$ cat src/rtl/phy_led_pkg.sv
package phy_led_pkg;
  localparam int NUM_EV = 3;
  typedef enum int {
    EV_TX  = 0,
    EV_RX  = 1,
    EV_COL = 2
  } ev_idx_e;
endpackage

$ cat src/rtl/led_stretcher.sv
module led_stretcher #(
  parameter int STRETCH_CYCLES = 1 << 22,
  parameter int CNT_W          = $clog2(STRETCH_CYCLES + 1)
) (
  input  logic clk,
  input  logic rst,
  input  logic clr,
  input  logic evt,
  output logic on_nxt
);
  localparam logic [CNT_W-1:0] LOAD = CNT_W'(STRETCH_CYCLES);

  logic [CNT_W-1:0] cnt_q, cnt_d;

  always_comb begin
    if (clr)               cnt_d = '0;
    else if (evt)          cnt_d = LOAD;
    else if (cnt_q != '0)  cnt_d = cnt_q - 1'b1;
    else                   cnt_d = '0;
  end

  assign on_nxt = (cnt_d != '0);

  always_ff @(posedge clk) begin
    if (rst) cnt_q <= '0;
    else     cnt_q <= cnt_d;
  end

  // without a new event or clear, the hold counts down by one per clock
  a_r2_countdown: assert property (@(posedge clk) disable iff (rst)
    (cnt_q != '0 && !evt && !clr) |=> (cnt_q == $past(cnt_q) - 1'b1));

  // reset leaves the stretcher idle
  a_r1_idle_after_reset: assert property (@(posedge clk)
    rst |=> (cnt_q == '0));
endmodule

$ cat src/rtl/iso_latch.sv
module iso_latch (
  input  logic clk,
  input  logic rst,
  input  logic strap,
  input  logic wr_en,
  input  logic wr_data,
  output logic iso_q
);
  always_ff @(posedge clk) begin
    if (rst)        iso_q <= strap;
    else if (wr_en) iso_q <= wr_data;
  end

  // strap sampled while in reset
  a_r10_strap: assert property (@(posedge clk)
    rst |=> (iso_q == $past(strap)));

  // outside reset, only a write moves the bit
  a_r11_hold: assert property (@(posedge clk) disable iff (rst)
    !wr_en |=> $stable(iso_q));
endmodule

$ cat src/rtl/phy_led_driver.sv
module phy_led_driver #(
  parameter int STRETCH_CYCLES = 1 << 22
) (
  input  logic clk,
  input  logic rst,
  input  logic tx_evt,
  input  logic rx_evt,
  input  logic col_evt,
  input  logic link_ok,
  input  logic fdx,
  input  logic pol_ok,
  input  logic dscr_lock,
  input  logic disc_det,
  input  logic spd_100,
  input  logic cfg_tx_disc_sel,
  input  logic cfg_10m_fdx_sel,
  input  logic cfg_lock_sel,
  input  logic iso_strap,
  input  logic iso_wr_en,
  input  logic iso_wr_data,
  output logic iso_ctl,
  output logic led_tx_n,
  output logic led_rx_n,
  output logic led_link_n,
  output logic led_dpx_n,
  output logic led_col_n
);
  import phy_led_pkg::*;

  localparam int CNT_W = $clog2(STRETCH_CYCLES + 1);

  logic [NUM_EV-1:0] ev_in, ev_clr, ev_on;
  logic tx_sel_q, lock_sel_q;
  logic tx_src, dpx_src, col_src;

  always_ff @(posedge clk) begin
    tx_sel_q   <= cfg_tx_disc_sel;
    lock_sel_q <= cfg_lock_sel;
  end

  // Events are gated while their output shows another function
  assign ev_in[EV_TX]   = tx_evt & ~cfg_tx_disc_sel;
  assign ev_in[EV_RX]   = rx_evt;
  assign ev_in[EV_COL]  = col_evt & ~cfg_lock_sel;
  assign ev_clr[EV_TX]  = cfg_tx_disc_sel ^ tx_sel_q;
  assign ev_clr[EV_RX]  = 1'b0;
  assign ev_clr[EV_COL] = cfg_lock_sel ^ lock_sel_q;

  for (genvar i = 0; i < NUM_EV; i++) begin : g_str
    led_stretcher #(
      .STRETCH_CYCLES(STRETCH_CYCLES),
      .CNT_W         (CNT_W)
    ) u_str (
      .clk   (clk),
      .rst   (rst),
      .clr   (ev_clr[i]),
      .evt   (ev_in[i]),
      .on_nxt(ev_on[i])
    );
  end

  always_comb begin
    tx_src  = cfg_tx_disc_sel ? disc_det : ev_on[EV_TX];
    col_src = cfg_lock_sel ? dscr_lock : ev_on[EV_COL];
    if (spd_100)              dpx_src = fdx;
    else if (cfg_10m_fdx_sel) dpx_src = fdx;
    else                      dpx_src = pol_ok;
  end

  always_ff @(posedge clk) begin
    if (rst) begin
      led_tx_n   <= 1'b1;
      led_rx_n   <= 1'b1;
      led_link_n <= 1'b1;
      led_dpx_n  <= 1'b1;
      led_col_n  <= 1'b1;
    end else begin
      led_tx_n   <= ~tx_src;
      led_rx_n   <= ~ev_on[EV_RX];
      led_link_n <= ~link_ok;
      led_dpx_n  <= ~dpx_src;
      led_col_n  <= ~col_src;
    end
  end

  iso_latch u_iso (
    .clk    (clk),
    .rst    (rst),
    .strap  (iso_strap),
    .wr_en  (iso_wr_en),
    .wr_data(iso_wr_data),
    .iso_q  (iso_ctl)
  );

  a_r1_leds_off: assert property (@(posedge clk)
    rst |=> (led_tx_n && led_rx_n && led_link_n && led_dpx_n && led_col_n));

  a_r5_link_level: assert property (@(posedge clk) disable iff (rst)
    link_ok |=> !led_link_n);

  a_r6_dpx_100: assert property (@(posedge clk) disable iff (rst)
    spd_100 |=> (led_dpx_n == !$past(fdx)));

  a_r7_pol_10: assert property (@(posedge clk) disable iff (rst)
    (!spd_100 && !cfg_10m_fdx_sel) |=> (led_dpx_n == !$past(pol_ok)));

  a_r3_disc_level: assert property (@(posedge clk) disable iff (rst)
    cfg_tx_disc_sel |=> (led_tx_n == !$past(disc_det)));

  // a function switch leaves the stretcher empty
  a_r9_switch_clears: assert property (@(posedge clk) disable iff (rst)
    (cfg_tx_disc_sel != tx_sel_q) |-> !ev_on[EV_TX]);

  a_r8_lock_level: assert property (@(posedge clk) disable iff (rst)
    cfg_lock_sel |=> (led_col_n == !$past(dscr_lock)));
endmodule

$ cat config.mk
export PLATFORM = sky130hd
export DESIGN_NAME = phy_led_driver
export DESIGN_NICKNAME = d
export VERILOG_FILES = /design/src/rtl/phy_led_pkg.sv /design/src/rtl/led_stretcher.sv /design/src/rtl/iso_latch.sv /design/src/rtl/phy_led_driver.sv
export SDC_FILE = /design/constraint.sdc
export NUM_CORES = 1
export LEC_CHECK = 0
export BUFFER_PORTS_ARGS = -buffer_cell sky130_fd_sc_hd__buf_2
export CORE_MARGIN = 8
export CORE_UTILIZATION = 39
export CTS_BUF_LIST = sky130_fd_sc_hd__clkbuf_4
export DETAILED_ROUTE_END_ITERATION = 16
export GPL_TIMING_DRIVEN = 0
export PLACE_DENSITY = 0.65
export REMOVE_ABC_BUFFERS = 1
export SLEW_MARGIN = 20
export SYNTH_ARGS = -nofsm -noshare
export SYNTH_HDL_FRONTEND = slang
export SYNTH_SLANG_ARGS = --single-unit
$ cat constraint.sdc
create_clock -name clk -period 3.67 [get_ports clk]
set_input_delay 1.101 -clock clk [delete_from_list [all_inputs] [get_ports clk]]
set_output_delay 1.101 -clock clk [all_outputs]
set_load 0.01 [all_outputs]
Yosys cells after proc, flatten, opt, wreduce, memory -nomap -nowiden --
Cells that the tools add are included.
Operators by class: $add $sub $neg 3, muxes and demuxes 14, bitwise gates (word level) 11, reductions and logical operators 7
Operators with widths (count):
- 23-bit 2-to-1 mux | 8
- 23-bit nonzero test | 6
- 23-bit by 1-bit subtractor with 23-bit output, second input constant | 3
- 1-bit NOT | 7
- 1-bit 2-to-1 mux | 6
- 1-bit bitwise AND | 2
- 2-bit nonzero test | 1
- 1-bit bitwise XOR | 2
Storage, ports and cells: flip-flop bits (word level) 77, bits of input ports 17, output and inout bits 6, word-level logic and storage cells 46

Longest topological paths before layout --
depth after elaboration 7, mapped depth 10, gate-level depth less buffers 8

Cells and area by module --
Synthesis repeated with hierarchy kept, for this count alone.
Unflattened totals: cell total of the unflattened synthesis 447, area total of the unflattened synthesis 3985.1 sq um
By module, submodules not included:
- led_stretcher | times used 3, cells each 141, area an instance 1231.2 sq um, seq. area each 460.4 sq um
- phy_led_driver | times used 1, cells each 21, area an instance 240.2 sq um, seq. area each 140.1 sq um
- iso_latch | times used 1, cells each 3, area an instance 51.3 sq um, seq. area each 30.0 sq um

Worst setup path after synthesis --
Ideal clock, no wire load.
kind register -> register, from reg g_str[0].u_str.cnt_q[0], to reg led_tx_n, library setup time 0.088 ns, arrival 2.252 ns, data required time 3.582 ns, setup slack 1.330 ns, stages on the path, launching flop included 11, buffers on the path 2, period minus slack after synthesis 2.340 ns, cell sequence dfxtp_1 -> buf_2 -> inv_1 -> ha_1 -> or3b_2 -> buf_2 -> o41ai_2 -> nand3_1 -> a2111oi_2 -> a31oi_1 -> a311oi_2
On the way: word-level cells in the longest chain between the ends 7, elaborated cells on any way between the ends 8, classes of those cells add/sub: 1; mux: 4; bitwise: 1; reduce/logical: 2
Ends and longest elaborated chain:
- start: declaration | line led_stretcher.sv:13 | logic [CNT_W-1:0] cnt_q, cnt_d;
- start signal: assignment | line led_stretcher.sv:26 | else cnt_q <= cnt_d;
- 23-bit by 1-bit subtractor with 23-bit output / 23-bit nonzero test (equally long branches) | line led_stretcher.sv:18 | else if (cnt_q != '0) cnt_d = cnt_q - 1'b1;
- 23-bit 2-to-1 mux * | line led_stretcher.sv:18
- 23-bit 2-to-1 mux * | line led_stretcher.sv:17 | else if (evt) cnt_d = LOAD;
- 23-bit 2-to-1 mux * | line led_stretcher.sv:16 | if (clr) cnt_d = '0;
- 23-bit nonzero test * | line led_stretcher.sv:22 | assign on_nxt = (cnt_d != '0);
- 1-bit 2-to-1 mux * | line phy_led_driver.sv:63 | tx_src = cfg_tx_disc_sel ? disc_det : ev_on[EV_TX];
- 1-bit NOT * | line phy_led_driver.sv:78 | led_tx_n <= ~tx_src;
- end signal: assignment | line phy_led_driver.sv:78
- end: declaration | line phy_led_driver.sv:22 | output logic led_tx_n,
Every way passes the cells marked *; elsewhere a longest branch is shown, timed or not. A chain may end at the register's enable or synchronous reset.

Worst setup path in the final report --
from reg g_str[0].u_str.cnt_q[0], to reg g_str[0].u_str.cnt_q[7]
On the way: word-level cells in the longest chain between the ends 4, elaborated cells on any way between the ends 5, classes of those cells add/sub: 1; mux: 3; reduce/logical: 1
Ends and longest elaborated chain (line):
- 23-bit by 1-bit subtractor with 23-bit output / 23-bit nonzero test (equally long branches) | led_stretcher.sv:18
- 23-bit 2-to-1 mux * | led_stretcher.sv:18
- 23-bit 2-to-1 mux * | led_stretcher.sv:17
- 23-bit 2-to-1 mux * | led_stretcher.sv:16
Marked as above.

==> metrics.md <==
| Metric | Value |
|---|---|
| Status | complete, no violations |
| CP max FO | 21 |
| GRT Total Usage | 0.131 |
| Commonest non-fill, non-tap cell in the layout | nor2_1 |
| Cell mode on critical path | nor2_1 |
| Final worst path period need | 2750 ps |
| Setup bufs post-CTS | 0 |
| Synth Register Bits | 77 |
| Most frequent cells in the layout | nor2_1 (92), dfxtp_1 (76), nand2_1 (37), xnor2_1 (32), a21oi_1 (24) |
| Main synth FF type | dfxtp_1 |
| Yosys warns | 0 |
| Max_slew headroom | 0.496 |
| Fill count | 1,116 |
| First-pass GRT wire length | 15,500 µm |
| Die area | 14,400 µm² |
| FP Rows | 38 |
| CTS tree | built |
| Min-Delay Endpoint | g_str[2].u_str.cnt_q[17] |
| WL per Instance | approximately 14 µm |
| Vias in the first global route | 3,335 |
| Total CTS buffers | 9 |
| HP Start | g_str[2].u_str.cnt_q[17] |
| Hold-fix buffers, CTS | 0 |
| Via count | around 3,700 |
| Worst skew pair latency | 470 ps |
| Root Buffer | clkbuf_4 |
| Setup Skew | between 20 and 30 ps |
| Slew Limit Fails | 0 |
| Max-Cap Viols | 0 |
| Cts repair resizes | 0 |
| Critical R2R Launch | g_str[0].u_str.cnt_q[0] |
| Die X | ~120 µm |
| Port bufs | 22 |
| Largest net degree at the start of global routing | 23 |
| Initial DRC count | approximately 180 |
| Routed vias/inst | 5.51 |
| Sequential share of the synthesized area | 0.369 |
| Worst Setup End Kind | register |
| Cell family with most CP delay | simple AND/OR/NAND/NOR gates |
| Reg2Reg Setup Slack | 920 ps |
| Final WL | 9010 µm |
| Worst hold path type | register to register |
| Grt total ovfl | 0 |
| F_max | roughly 360 MHz |
| Worst Setup Path Type | register to register |
| Slowest cell on crit path | or4b_2 |
| DRC | 0 |
| Final setup viols | 0 |
| Fraction of layout cells with a size suffix above 1 | 0.130 |
| Worst-path clk slew | 120 ps |
| Post-synth top area share | 0.362 |
| Distinct cell type count after synthesis | 66 |
| Area growth, synth to finish | 7.95% |
| # diodes | 0 |
| H-tree levels | 3 |
| Dpl hpwl | ~6600 µm |
| Io pins | 23 |
| Post-synth EDFFs | 1 |
| Core area | 10,700 µm² |
| Final #Nets | between 500 and 600 |
| Ranking of synthesized cells by area | dfxtp_1 (36%), nor2_1 (8.2%), xnor2_1 (6.7%) |
| GPL Wtd Cong | 0.855 |
| Worst reg2reg path depth | 8 |
| Hold Path Depth | 2 |
| RR Endpoint | g_str[0].u_str.cnt_q[7] |
| Synth async-reset ratio | 0 |
| Cells after Synth | 512 |
| Final Hold Fails | 0 |
| DRT Pass-1 Iters | 4 |
| Worst Max-Slew Pin Slew | 754 ps |
| Syn_area_per_cell | 8.21 µm² |
| Final setup TNS | 0 ps |
| Die span in y | 120 µm |
| Critical Path, Cell by Cell | inv_1 > ha_1 > or4b_2 > or4_1 > nor2_1 > nor2_1 > nand2_1 > a21oi_1 |
| Worst EP required | 3970 ps |
| Max Root-Sink Buffers | 2 |
| Initial antenna violation count | 0 |
| Worst Path Buf+Inv | 1 |
| Clock sink total | 77 |
| RSZ-0062 raised after global routing | false |
| Initial Utilization | 0.393 |
| Largest area contributor in the netlist | dfxtp_1 |
| Crit share post-route | 0.750 |
| Startpoint Class | register |
| Critical Path AT | between 3000 and 4000 ps |
| Max stage delay on crit path | 580 ps |
| Post-route ant nets | 0 |
| Netlist Area Pre-Place | 4200 µm² |
## worst register-to-register path: stages (launching register included)
cell	delay, ps
dfxtp_1	420
inv_1	150
ha_1	140
or4b_2	580
or4_1	440
nor2_1	110
nor2_1	110
nand2_1	570
a21oi_1	100
## synth_stat cells (6+ instances only)
cell,instances
buf_2,12
inv_1,14
or4_1,10
dfxtp_1,76
o21ai_0,14
clkbuf_1,11
nand2_1,37
a21oi_1,24
nor4_1,16
nor4b_1,6
nor2_1,92
ha_1,6
nand4_1,12
nand3_1,10
nor3_1,23
xor2_1,13
xnor2_1,32
## area by class of cell
class                           instances  area [µm²]  area share
Clock inverter                          5        83.8      0.0185
Tap cell                              140         175      0.0386
Multi-Input combinational cell        394        2470       0.545
Timing Repair Buffer                   23         121      0.0267
Sequential cell                        77        1550       0.342
Inverter                               14        52.6      0.0116
Clock buffer                           11        82.6      0.0182
## registers in the layout (all words and copies together) (netlist names)
signal,count
led_dpx_n,1
g_str.u_str.cnt_q,69
led_tx_n,1
led_rx_n,1
u_iso.iso_q,1
led_link_n,1
lock_sel_q,1
led_col_n,1
tx_sel_q,1
## how the worst max path moves through the flow
| stage | start | endpoint | cells after the start |
|---|---|---|---|
| after floorplan | cfg_lock_sel | led_col_n | 5 |
| after global placement | g_str[2].u_str.cnt_q[5] | led_col_n | 6 |
| after detailed placement | g_str[0].u_str.cnt_q[0] | g_str[0].u_str.cnt_q[6] | 8 |
| after CTS | g_str[0].u_str.cnt_q[0] | g_str[0].u_str.cnt_q[6] | 8 |
| after global routing | g_str[0].u_str.cnt_q[0] | g_str[0].u_str.cnt_q[6] | 8 |
| final | g_str[0].u_str.cnt_q[0] | g_str[0].u_str.cnt_q[7] | 8 |
## cell families after synthesis
group | after synthesis | share of synthesized area
AO/OA/AOI/OAI | 85 | 0.144
XOR/XNOR | 45 | 0.0938
adder cells (fa/ha/maj) | 6 | 0.0179
buffers and inverters | 41 | 0.0440
flip-flops | 77 | 0.369
multiplexers | 3 | 0.00774
AND/OR/NAND/NOR | 255 | 0.324
## per-layer routing
layer  part of all wire  vias up  track usage
met5                  0        -            0
met1               0.48     1729        0.162
met2               0.46       68        0.207
met4              0.017        0       0.0507
li1                   -     1843            -
met3              0.045       17       0.0427
## through the flow
stage	util	hold slack [ps]	instances	cell area [µm²]	setup slack [ps]
3_3_place_gp	0.407	479	647	4360	719
2_1_floorplan	-	458	485	4070	1230
5_1_grt	0.424	538	664	4540	641
6_report	0.424	515	664	4540	918
3_5_place_dp	0.409	491	648	4370	890
4_1_cts	0.424	512	664	4540	895
Power is not shown: default switching activity piles up to over one toggle a cycle in this logic, so the estimate is an artifact.
